### config.mk
export PLATFORM = sky130hd
export DESIGN_NAME = irq_status_ctrl
export DESIGN_NICKNAME = d
export VERILOG_FILES = /design/src/rtl/irq_status_pkg.sv /design/src/rtl/irq_sticky_bank.sv /design/src/rtl/irq_regbus.sv /design/src/rtl/irq_pin_drive.sv /design/src/rtl/irq_status_ctrl.sv
export SDC_FILE = /design/constraint.sdc
export NUM_CORES = 1
export LEC_CHECK = 0
export BUFFER_PORTS_ARGS = -buffer_cell sky130_fd_sc_hd__buf_4
export CORE_AREA = 2 2 39 41
export DETAILED_ROUTE_END_ITERATION = 8
export DIE_AREA = 0 0 41 43
export PLACE_DENSITY_LB_ADDON = 0.12
export SETUP_SLACK_MARGIN = 0.02
export SLEW_MARGIN = 0
export SYNTH_ARGS = -nofsm -noshare
export SYNTH_HDL_FRONTEND = slang
export SYNTH_SLANG_ARGS = --single-unit
export TNS_END_PERCENT = 30
### constraint.sdc
create_clock -name clk -period 1.4 [get_ports clk]
set_clock_uncertainty 0.1 [all_clocks]
set_input_delay 0.14 -clock clk [delete_from_list [all_inputs] [get_ports clk]]
set_output_delay 0.14 -clock clk [all_outputs]
set_load 0.005 [all_outputs]
### src/rtl/irq_status_pkg.sv
package irq_status_pkg;

   typedef enum logic [1:0] {
      PIN_ACT_HIGH = 2'b00,
      PIN_ACT_LOW  = 2'b01,
      PIN_OPEN_DRN = 2'b10,
      PIN_RSVD     = 2'b11
   } pin_mode_e;

   localparam int unsigned MODE_W = 2;

   function automatic pin_mode_e norm_mode(input logic [MODE_W-1:0] raw);
      pin_mode_e m;
      case (raw)
         2'b01:   m = PIN_ACT_LOW;
         2'b10:   m = PIN_OPEN_DRN;
         default: m = PIN_ACT_HIGH;
      endcase
      return m;
   endfunction

endpackage

### src/rtl/irq_sticky_bank.sv
module irq_sticky_bank #(
   parameter int unsigned          DATA_W  = 8,
   parameter logic [DATA_W-1:0]    SRC_MAP = '0
) (
   input  logic              clk,
   input  logic              rst_n,
   input  logic [DATA_W-1:0] evt_vec,
   input  logic [DATA_W-1:0] mask_q,
   input  logic              rd_clr,
   output logic [DATA_W-1:0] stat_q
);

   for (genvar b = 0; b < DATA_W; b++) begin : g_bit
      if (SRC_MAP[b]) begin : g_src
         logic bit_q;
         always_ff @(posedge clk or negedge rst_n) begin
            if (!rst_n) begin
               bit_q <= 1'b0;
            end else if (!mask_q[b]) begin
               bit_q <= 1'b0;
            end else if (evt_vec[b]) begin
               bit_q <= 1'b1;
            end else if (rd_clr) begin
               bit_q <= 1'b0;
            end
         end
         assign stat_q[b] = bit_q;
      end else begin : g_rsvd
         assign stat_q[b] = 1'b0;
      end
   end

endmodule

### src/rtl/irq_regbus.sv
module irq_regbus
   import irq_status_pkg::*;
#(
   parameter int unsigned       DATA_W    = 8,
   parameter int unsigned       ADDR_W    = 2,
   parameter int unsigned       STAT_ADDR = 0,
   parameter int unsigned       MASK_ADDR = 1,
   parameter int unsigned       MODE_ADDR = 2,
   parameter bit                REG_RDATA = 1'b1,
   parameter logic [DATA_W-1:0] SRC_MAP   = '0
) (
   input  logic              clk,
   input  logic              rst_n,
   input  logic [ADDR_W-1:0] bus_addr,
   input  logic              bus_rd,
   input  logic              bus_wr,
   input  logic [DATA_W-1:0] bus_wdata,
   input  logic [DATA_W-1:0] stat_q,
   output logic [DATA_W-1:0] bus_rdata,
   output logic [DATA_W-1:0] mask_q,
   output logic [MODE_W-1:0] mode_q,
   output logic              stat_rd
);

   localparam logic [ADDR_W-1:0] A_STAT = ADDR_W'(STAT_ADDR);
   localparam logic [ADDR_W-1:0] A_MASK = ADDR_W'(MASK_ADDR);
   localparam logic [ADDR_W-1:0] A_MODE = ADDR_W'(MODE_ADDR);

   logic              hit_stat, hit_mask, hit_mode;
   logic [DATA_W-1:0] rd_mux;

   assign hit_stat = (bus_addr == A_STAT);
   assign hit_mask = (bus_addr == A_MASK);
   assign hit_mode = (bus_addr == A_MODE);
   assign stat_rd  = bus_rd && hit_stat;

   always_ff @(posedge clk or negedge rst_n) begin
      if (!rst_n) begin
         mask_q <= SRC_MAP;
      end else if (bus_wr && hit_mask) begin
         mask_q <= bus_wdata & SRC_MAP;
      end
   end

   always_ff @(posedge clk or negedge rst_n) begin
      if (!rst_n) begin
         mode_q <= '0;
      end else if (bus_wr && hit_mode) begin
         mode_q <= bus_wdata[MODE_W-1:0];
      end
   end

   always_comb begin
      rd_mux = '0;
      if (hit_stat) begin
         rd_mux = stat_q & mask_q;
      end else if (hit_mask) begin
         rd_mux = mask_q;
      end else if (hit_mode) begin
         rd_mux[MODE_W-1:0] = mode_q;
      end
   end

   if (REG_RDATA) begin : g_rd_reg
      logic [DATA_W-1:0] rdata_q;
      always_ff @(posedge clk or negedge rst_n) begin
         if (!rst_n) begin
            rdata_q <= '0;
         end else if (bus_rd) begin
            rdata_q <= rd_mux;
         end
      end
      assign bus_rdata = rdata_q;
   end else begin : g_rd_comb
      assign bus_rdata = rd_mux;
   end

endmodule

### src/rtl/irq_pin_drive.sv
module irq_pin_drive
   import irq_status_pkg::*;
#(
   parameter int unsigned DATA_W = 8
) (
   input  logic [DATA_W-1:0] stat_q,
   input  logic [DATA_W-1:0] mask_q,
   input  logic [MODE_W-1:0] mode_q,
   output logic              irq_pin,
   output logic              irq_oe
);

   logic      pending;
   pin_mode_e mode;

   assign pending = |(stat_q & mask_q);
   assign mode    = norm_mode(mode_q);

   always_comb begin
      irq_pin = pending;
      irq_oe  = 1'b1;
      case (mode)
         PIN_ACT_LOW: begin
            irq_pin = !pending;
         end
         PIN_OPEN_DRN: begin
            irq_pin = 1'b0;
            irq_oe  = pending;
         end
         default: begin
            irq_pin = pending;
         end
      endcase
   end

endmodule

### src/rtl/irq_status_ctrl.sv
module irq_status_ctrl
   import irq_status_pkg::*;
#(
   parameter int unsigned DATA_W     = 8,
   parameter int unsigned ADDR_W     = 2,
   parameter int unsigned STAT_ADDR  = 0,
   parameter int unsigned MASK_ADDR  = 1,
   parameter int unsigned MODE_ADDR  = 2,
   parameter int unsigned UNLOCK_BIT = 7,
   parameter int unsigned OVFL_BIT   = 1,
   parameter bit          REG_RDATA  = 1'b1
) (
   input  logic              clk,
   input  logic              rst_n,
   input  logic [ADDR_W-1:0] bus_addr,
   input  logic              bus_rd,
   input  logic              bus_wr,
   input  logic [DATA_W-1:0] bus_wdata,
   output logic [DATA_W-1:0] bus_rdata,
   input  logic              evt_unlock,
   input  logic              evt_ovfl,
   output logic              irq_pin,
   output logic              irq_oe
);

   localparam logic [DATA_W-1:0] SRC_MAP =
      (DATA_W'(1) << UNLOCK_BIT) | (DATA_W'(1) << OVFL_BIT);

   if (DATA_W < 8) begin : g_chk_w
      $error("irq_status_ctrl: DATA_W must be at least 8");
   end
   if (UNLOCK_BIT >= DATA_W || OVFL_BIT >= DATA_W || UNLOCK_BIT == OVFL_BIT) begin : g_chk_b
      $error("irq_status_ctrl: source bit positions invalid");
   end
   if (STAT_ADDR == MASK_ADDR || STAT_ADDR == MODE_ADDR || MASK_ADDR == MODE_ADDR) begin : g_chk_a
      $error("irq_status_ctrl: register addresses must differ");
   end
   if ((STAT_ADDR >> ADDR_W) != 0 || (MASK_ADDR >> ADDR_W) != 0 || (MODE_ADDR >> ADDR_W) != 0) begin : g_chk_r
      $error("irq_status_ctrl: address does not fit ADDR_W");
   end

   logic [DATA_W-1:0] evt_vec;
   logic [DATA_W-1:0] stat_q;
   logic [DATA_W-1:0] mask_q;
   logic [MODE_W-1:0] mode_q;
   logic              stat_rd;

   always_comb begin
      evt_vec             = '0;
      evt_vec[UNLOCK_BIT] = evt_unlock;
      evt_vec[OVFL_BIT]   = evt_ovfl;
   end

   irq_regbus #(
      .DATA_W    (DATA_W),
      .ADDR_W    (ADDR_W),
      .STAT_ADDR (STAT_ADDR),
      .MASK_ADDR (MASK_ADDR),
      .MODE_ADDR (MODE_ADDR),
      .REG_RDATA (REG_RDATA),
      .SRC_MAP   (SRC_MAP)
   ) regbus_i (
      .clk       (clk),
      .rst_n     (rst_n),
      .bus_addr  (bus_addr),
      .bus_rd    (bus_rd),
      .bus_wr    (bus_wr),
      .bus_wdata (bus_wdata),
      .stat_q    (stat_q),
      .bus_rdata (bus_rdata),
      .mask_q    (mask_q),
      .mode_q    (mode_q),
      .stat_rd   (stat_rd)
   );

   irq_sticky_bank #(
      .DATA_W  (DATA_W),
      .SRC_MAP (SRC_MAP)
   ) bank_i (
      .clk     (clk),
      .rst_n   (rst_n),
      .evt_vec (evt_vec),
      .mask_q  (mask_q),
      .rd_clr  (stat_rd),
      .stat_q  (stat_q)
   );

   irq_pin_drive #(
      .DATA_W (DATA_W)
   ) pin_i (
      .stat_q  (stat_q),
      .mask_q  (mask_q),
      .mode_q  (mode_q),
      .irq_pin (irq_pin),
      .irq_oe  (irq_oe)
   );

endmodule

==> results of run 1 <==
[power by group through the flow]
stage / Sequential [mW] / Combinational, mW / Clock (mW)
after global placement: 0.352 / 0.168 / 0
after floorplan: 0.343 / 0.0983 / 0
after global routing: 0.352 / 0.263 / 0.225
after CTS: 0.343 / 0.221 / 0.209
final: 0.344 / 0.234 / 0.198
after detailed placement: 0.351 / 0.172 / 0
[cell type report]
cell class                      count  area (µm²)
Fill cell                         143         701
Sequential cell                     9         228
Multi-Input combinational cell     31         223
Timing Repair Buffer               21         163
Clock buffer                        3        22.5
Inverter                            6        22.5
Tap cell                           16        20.0
Clock inverter                      1        5.00
[worst min path at each step]
stage	start	to	slack (ns)	cells past startpoint
final	bus_wdata[7]	regbus_i.mask_q[7]	0.01	2
after global routing	bus_wdata[7]	regbus_i.mask_q[7]	0.004	2
after floorplan	rst_n	bank_i.g_bit[1].g_src.bit_q	-0.26	0
after detailed placement	rst_n	regbus_i.bus_rdata[1]	-0.13	1
after CTS	bus_wdata[0]	regbus_i.mode_q[0]	0.002	2
after global placement	rst_n	regbus_i.bus_rdata[1]	-0.13	1
[registers in the layout (all words and copies together), names as in the netlist]
name / count
bank_i.g_bit.g_src.bit_q: 2
regbus_i.bus_rdata: 3
regbus_i.mask_q: 2
regbus_i.mode_q: 2
[stage by stage]
stage | instance area, µm² | hold slack (ns) | std cells | setup TNS [ns]
finish | 683 | 0.0104 | 87 | -0.107
global route | 683 | 0.00428 | 87 | -0.278
CTS | 674 | 0.00202 | 87 | -0.124
detailed placement | 592 | -0.129 | 77 | 0
global placement | 592 | -0.129 | 77 | 0
floorplan | 497 | -0.256 | 51 | 0
[per-layer routing]
metal	vias to the layer above	wire length (µm)	part of all wire [%]	GRT usage, %
met1	190	367	41	15.5
met4	0	0	0	4.00
met3	0	81	9.1	7.85
met5	-	0	0	0
li1	198	-	-	-
met2	15	445	50	20.6
[cells in the mapped netlist]
cell type / count / share of area, %
mux2_2: 4 / 9.3
inv_1: 6 / 4.7
nand2_1: 2 / 1.6
o211ai_1: 1 / 1.6
nand3b_1: 1 / 1.6
buf_4: 5 / 7.8
nand3_1: 4 / 4.2
o2111ai_1: 1 / 1.8
o22ai_1: 1 / 1.3
ha_1: 2 / 5.2
a21oi_1: 2 / 2.1
nor2b_1: 2 / 2.6
a22oi_1: 1 / 1.6
o21ai_0: 2 / 2.1
dfstp_2: 2 / 11
dfrtp_1: 7 / 36
conb_1: 1 / 0.78
and2b_1: 1 / 1.6
or3b_1: 1 / 1.8
nand2b_1: 1 / 1.3
[timing repair]
action / 4_1_cts / 5_1_grt
setup endpoints to repair: 2 / 2
resized for setup: 2 / 3
hold buffers: 2 / 0
pin swaps: 0 / 2
setup buffers: 4 / 0
endpoints found under the hold margin: 10 / 0
[logic make-up (layout without fill, tap and decap cells)]
| logic type | count (synthesis) | in the layout | synth area share (%) |
|---|---|---|---|
| other | 1 | 5 | 0.778 |
| muxes | 4 | 4 | 9.35 |
| and+or+nand+nor | 12 | 12 | 14.5 |
| buffers and inverters | 11 | 31 | 12.5 |
| AOI/OAI and AO/OA | 8 | 8 | 10.4 |
| DFF | 9 | 9 | 47.3 |
| adders and majority gates | 2 | 2 | 5.19 |
==> metrics.txt, run 1 <==
YS warnings=0; CTS H-Tree Depth=1; Layout area overhead=41.8%; clk_lat worst skew=0.26 ns; reg2reg setup slack=0.27 ns; Synth Register Bits=9; DP Worst Slack=0.100 ns; Tmin final=1.50 ns; reg2reg end=regbus_i.bus_rdata[1]; drt pass-1 iters=2; Via density=4.63; Tot Pwr=776 µW; WP buf/inv=2; RD Place Congestion=0.683; Final nets=90; fin. max-slew vios=0; Hold Vio Cnt, Final=0; P_leak=0.340 nW; core area=1380 µm²; status=complete, but fails checks; top cell family by delay on the critical path=flip-flops; FF-to-FF Start=regbus_i.mode_q[1]; Worst path slowest cell=dfrtp_1; 1st-iter DRT viols=1; combinational power share=30.1%; crit end category=output pin; ant diodes=0; PwrDens=1140 nW/µm²; drt wl/cell=10.3 µm; CTS max path bufs=2; CP peak stage delay=0.39 ns; crit path DAT=1.26 ns; Die Area=1760 µm²; Die Ht=43 µm; clock root buffer=clkbuf_4; fin util=49.4%; synthesized instance count=47; CTS clk-pin slew, worst paths=0.07 ns; failing checks=negative setup slack; CP Data Required Time=1.16 ns; DIE WIDTH=41 µm; Max Clk Rate=666 MHz; unrepaired setup endpoints after global routing=true; Initial Utilization=34.8%; port bufs=15; worst setup path startpoint=regbus_i.mode_q[1]; commonest non-fill, non-tap cells in the layout=19 x buf_4, 7 x dfrtp_1, 5 x inv_1, 5 x conb_1, 4 x mux2_2; Peak supply drop=803 µV; Routed Antenna Nets=0; crit path to=irq_pin; worst reg-to-reg path cell count=5; internal power=555 µW; vias in the first global route=388; Hold/Removal Path Class=in2reg; area of the mapped netlist=482 µm²; Levels on crit path=5; final WL=895 µm; Setup Viol. Count Final=2; P_sw=221 µW; fin worst setup slack=-0.102 ns; CTS Buf Count=3; Global Route Usage Sum=13.6%; Max-Cap Viols=0; Avg Cell Area, Syn=10.2 µm²; # IOs=26; commonest non-fill, non-tap cell in the layout=buf_4; first-pass GRT wire length=1560 µm; Sw Ratio=28.4%; layout cells sized above 1=46.5%; CP Max Fanout=2; critical-path cell list=ha_1 -> inv_2 -> nand3_2 -> o21ai_2 -> buf_4; synth unique cells=20; Post-DP HPWL=670 µm; CTS sink count=9; Seq/Total Area, Yosys=47.3%; grt ovf=0; Residual DRC=0; clock share of power=25.5%; fraction of the cycle the final worst path needs=107%; Seq pwr share=44.3%; initial antenna violation count=0; Startpoint Class=register; largest net degree at the start of global routing=10; CTS tree=done; Worst Setup Path Type=reg2out; # rows=14; Vias=403
Power figures use the tool's default switching activity.
==> inputs of run 2 (changes only) <==
- HOLD_SLACK_MARGIN: not set -> 0.02
==> metrics.txt, run 2 (synthesis results as in run 1) <==
Global Route Usage Sum=14.7%; drt wl/cell=10.5 µm; Die Area=1760 µm²; P_leak=0.361 nW; CP peak stage delay=0.39 ns; largest net degree at the start of global routing=10; Max Clk Rate=665 MHz; CTS clk-pin slew, worst paths=0.07 ns; Residual DRC=0; CTS Buf Count=3; Initial Utilization=34.8%; critical-path cell list=ha_1 -> inv_2 -> nand3_2 -> o21ai_2 -> buf_4; Worst path slowest cell=dfrtp_1; Setup Viol. Count Final=2; CTS sink count=9; unrepaired setup endpoints after global routing=true; clk_lat worst skew=0.26 ns; Tot Pwr=789 µW; Post-DP HPWL=670 µm; 1st-iter DRT viols=1; failing checks=negative setup slack; post-route cell area=733 µm²; DIE WIDTH=41 µm; Hold Vio Cnt, Final=0; clock root buffer=clkbuf_4; ant diodes=0; commonest non-fill, non-tap cells in the layout=19 x buf_4, 7 x dfrtp_1, 7 x dlygate4sd3_1, 5 x inv_1, 5 x conb_1; # IOs=26; layout cells sized above 1=43.4%; first-pass GRT wire length=1680 µm; max FFs per register=3; Startpoint Class=register; Hold/Removal Path Class=in2reg; commonest non-fill, non-tap cell in the layout=buf_4; Worst Setup Path Type=reg2out; Routed Antenna Nets=0; CP Max Fanout=2; fin worst setup slack=-0.103 ns; PwrDens=1080 nW/µm²; CTS max path bufs=2; fraction of the cycle the final worst path needs=107%; initial antenna violation count=0; crit path DAT=1.26 ns; grt ovf=0; Final nets=95; register area=228 µm²; CP Data Required Time=1.16 ns; # rows=14; CTS H-Tree Depth=1; Vias=421; crit end category=output pin; RD Place Congestion=0.683; Max-Cap Viols=0; Tmin final=1.50 ns; area of the multi-input gates=223 µm²; CTS tree=done; Via density=4.58; port bufs=15; Post-DP Area=592 µm²; final WL=969 µm; Fillers=136; core area=1380 µm²; Peak supply drop=807 µV; drt pass-1 iters=2; Layout area overhead=52.2%; vias in the first global route=424; Die Ht=43 µm; status=complete, but fails checks; fin. max-slew vios=0
## run 2: changes by cell type in the layout (fill, tap and decap cells not counted), sizes merged
| cell | previous run | this run |
|---|---|---|
| dlygate4sd3 | 2 | 7 |
## run 2: worst paths after layout
path                                        from                     endpoint  slack, ns  cells past startpoint
max                           regbus_i.mode_q[1]                      irq_pin      -0.10                      5
min                                       bus_rd        regbus_i.bus_rdata[0]       0.03                      2
max reg2reg                   regbus_i.mode_q[1]        regbus_i.bus_rdata[1]       0.27                      5
min reg2reg                regbus_i.bus_rdata[1]        regbus_i.bus_rdata[1]       0.39                      2
max in group asynchronous                  rst_n           regbus_i.mask_q[1]       0.86                      2
min in group asynchronous                  rst_n  bank_i.g_bit[1].g_src.bit_q       0.13                      2
## run 2: repair_timing
item / in CTS / in global routing
gates resized for setup: 2 / 3
setup buffers: 4 / 0
pin swaps: 0 / 2
setup endpoints to repair: 2 / 2
hold buffers: 7 / 0
endpoints found under the hold margin: 16 / 0
## run 2: worst max-delay path: cells and delay by family, from the launching register on
family | cells | cell delay, ns
flip-flops | 1 | 0.39
AO/OA/AOI/OAI | 1 | 0.06
buffers and inverters | 2 | 0.18
AND/OR/NAND/NOR | 1 | 0.06
adder cells (fa/ha/maj) | 1 | 0.31
## run 2: area by class of cell
cell class              instances  share of cell area (%)
clock inverters                 1                   0.683
well taps                      16                    2.73
inverters                       6                    3.07
flip-flops and latches          9                    31.1
multi-input cells              31                    30.4
repair buffers                 26                    29.0
clock buffers                   3                    3.07
## run 2: metal layers
layer / global-route usage [%] / share of wire, % / vias up
met3: 7.85 / 8.2 / 0
met5: 0 / 0 / -
li1: - / - / 208
met1: 16.5 / 42 / 198
met2: 23.1 / 50 / 15
met4: 4.00 / 0 / 0
## run 2: stage by stage
step	hold WS, ns	setup slack, ns	instances	setup TNS, ns	util (%)
2_1_floorplan	-0.256	0.277	51	0	-
3_3_place_gp	-0.129	0.126	77	0	42.8
5_1_grt	0.0406	-0.179	92	-0.278	53.0
3_5_place_dp	-0.129	0.100	77	0	42.8
4_1_cts	0.0311	-0.124	92	-0.124	52.4
6_report	0.0333	-0.103	92	-0.112	53.0
## run 2: power breakdown
| group | switching [mW] | leakage [nW] | internal (mW) |
|---|---|---|---|
| sequential | 0.0327 | 0.110 | 0.311 |
| clock | 0.0935 | 0.0177 | 0.105 |
| combinational | 0.0979 | 0.233 | 0.148 |
==> inputs of run 3 (changes only) <==
- CORE_AREA: 2 2 39 41 -> not set
- CORE_UTILIZATION: not set -> 46
- DIE_AREA: 0 0 41 43 -> not set
- SYNTH_HIERARCHICAL: not set -> 1
==> metrics.txt, run 3 <==
drt pass-1 iters=4; dpl cells=98; worst setup path startpoint=regbus_i/mask_q[1]; Total Neg Setup Slack=-0.474 ns; Min Hold Slack=0.0843 ns; fraction of the cycle the final worst path needs=117%; Die Area=1570 µm²; Fillers=116; initial antenna violation count=0; # IOs=26; Vias=469; P_leak=0.429 nW; reg2reg end=regbus_i/mode_q[1]; Post-CTS Setup Bufs=0; grt ovf=0; WP buf/inv=1; port bufs=15; # rows=13; Setup Viol. Count Final=2; fin. max-slew vios=0; CTS max path bufs=2; ant diodes=0; CTS tree=done; DIE WIDTH=39.6 µm; worst reg-to-reg path cell count=2; area of the mapped netlist=652 µm²; CP Max Fanout=2; crit path to=irq_pin; Final nets=113; largest net degree at the start of global routing=10; Final Non-Filler Cells=109; 1st-iter DRT viols=4; final WL=1030 µm; layout cells sized above 1=41.5%; critical-path cell list=a22oi_2 -> nand4_1 -> mux2_4 -> buf_6; YS warnings=6; drt wl/cell=9.48 µm; Worst path slowest cell=dfstp_2; Max Clk Rate=608 MHz; FF-to-FF Start=regbus_i/mode_q[1]; Via density=4.30; vias in the first global route=439; unrepaired setup endpoints after global routing=true; Global Route Usage Sum=16.7%; CP peak stage delay=0.53 ns; fin util=65.6%; Max-Cap Viols=0; clock root buffer=clkbuf_4; Startpoint Class=register; Post-DP HPWL=785 µm; failing checks=negative setup slack; CTS H-Tree Depth=1; Peak supply drop=651 µV; commonest non-fill, non-tap cell in the layout=buf_4; Routed Antenna Nets=0; crit end category=output pin; Residual DRC=0; top cell family by delay on the critical path=flip-flops; Layout area overhead=32.6%; PwrDens=968 nW/µm²; crit path DAT=1.40 ns; Levels on crit path=4; Tmin final=1.64 ns; Initial Utilization=49.5%; fin worst setup slack=-0.244 ns; max FFs per register=3; DP Worst Slack=0.00126 ns; CP Data Required Time=1.16 ns; RD Place Congestion=0.691; reg2reg setup slack=0.36 ns; commonest non-fill, non-tap cells in the layout=20 x buf_4, 17 x conb_1, 7 x dlygate4sd3_1, 6 x dfrtp_1, 5 x inv_1; status=complete, but fails checks; CTS sink count=9; Hold Vio Cnt, Final=0; first-pass GRT wire length=1710 µm; Hold/Removal Path Class=in2reg; clk_lat worst skew=0.26 ns; CTS clk-pin slew, worst paths=0.06 ns; synthesized instance count=66; Die Ht=39.6 µm; Worst Setup Path Type=reg2out; CTS Buf Count=3; Avg Cell Area, Syn=9.88 µm²; core area=1320 µm²
## run 3: area by class of cell
class	count	area [µm²]	area share (%)
inverters	5	18.8	2.17
multi-input cells	48	340	39.4
repair buffers	28	231	26.8
flip-flops and latches	9	229	26.5
well taps	15	18.8	2.17
clock buffers	4	26.3	3.04
## run 3: worst min-delay path by stage
stage / end / slack (ns) / start / cells after the start
after floorplan: bank_i/g_bit[1].g_src.bit_q / -0.26 / rst_n / 0
final: regbus_i/bus_rdata[7] / 0.08 / bus_addr[0] / 3
after global routing: regbus_i/bus_rdata[1] / 0.10 / bus_addr[0] / 3
after detailed placement: bank_i/g_bit[7].g_src.bit_q / -0.13 / rst_n / 1
after CTS: regbus_i/bus_rdata[7] / 0.09 / bus_addr[0] / 3
after global placement: bank_i/g_bit[7].g_src.bit_q / -0.13 / rst_n / 1
## run 3: metrics by stage
stage / cell area [µm²] / power [mW]
6_report: 865 / 0.837
5_1_grt: 865 / 0.905
4_1_cts: 851 / 0.833
3_5_place_dp: 742 / 0.590
3_3_place_gp: 742 / 0.586
2_1_floorplan: 708 / 0.505
## run 3: timing repair
action / in CTS / in global routing
hold buffers: 7 / 0
resized for setup: 3 / 2
setup endpoints to repair: 2 / 2
hold endpoints to repair: 16 / 0
pin swaps: 2 / 2
## run 3: report_power, final
part	internal, mW	leakage, nW	switching, mW
combinational	0.191	0.305	0.0994
clock	0.110	0.0150	0.0911
sequential	0.312	0.109	0.0327
total	0.613	0.429	0.223
## run 3: worst min-delay path, delay by kind of cell
kind	cells	cell delay, ns
buffers and inverters	1	0.10
AO/OA/AOI/OAI	2	0.16
## run 3: routing by layer
metal / vias to the layer above / GRT usage (%) / part of all wire [%]
met5: - / 0 / 0
met4: 0 / 7.76 / 1.8
met3: 2 / 3.41 / 4.0
met2: 14 / 26.2 / 49
met1: 211 / 21.6 / 45
li1: 242 / - / -
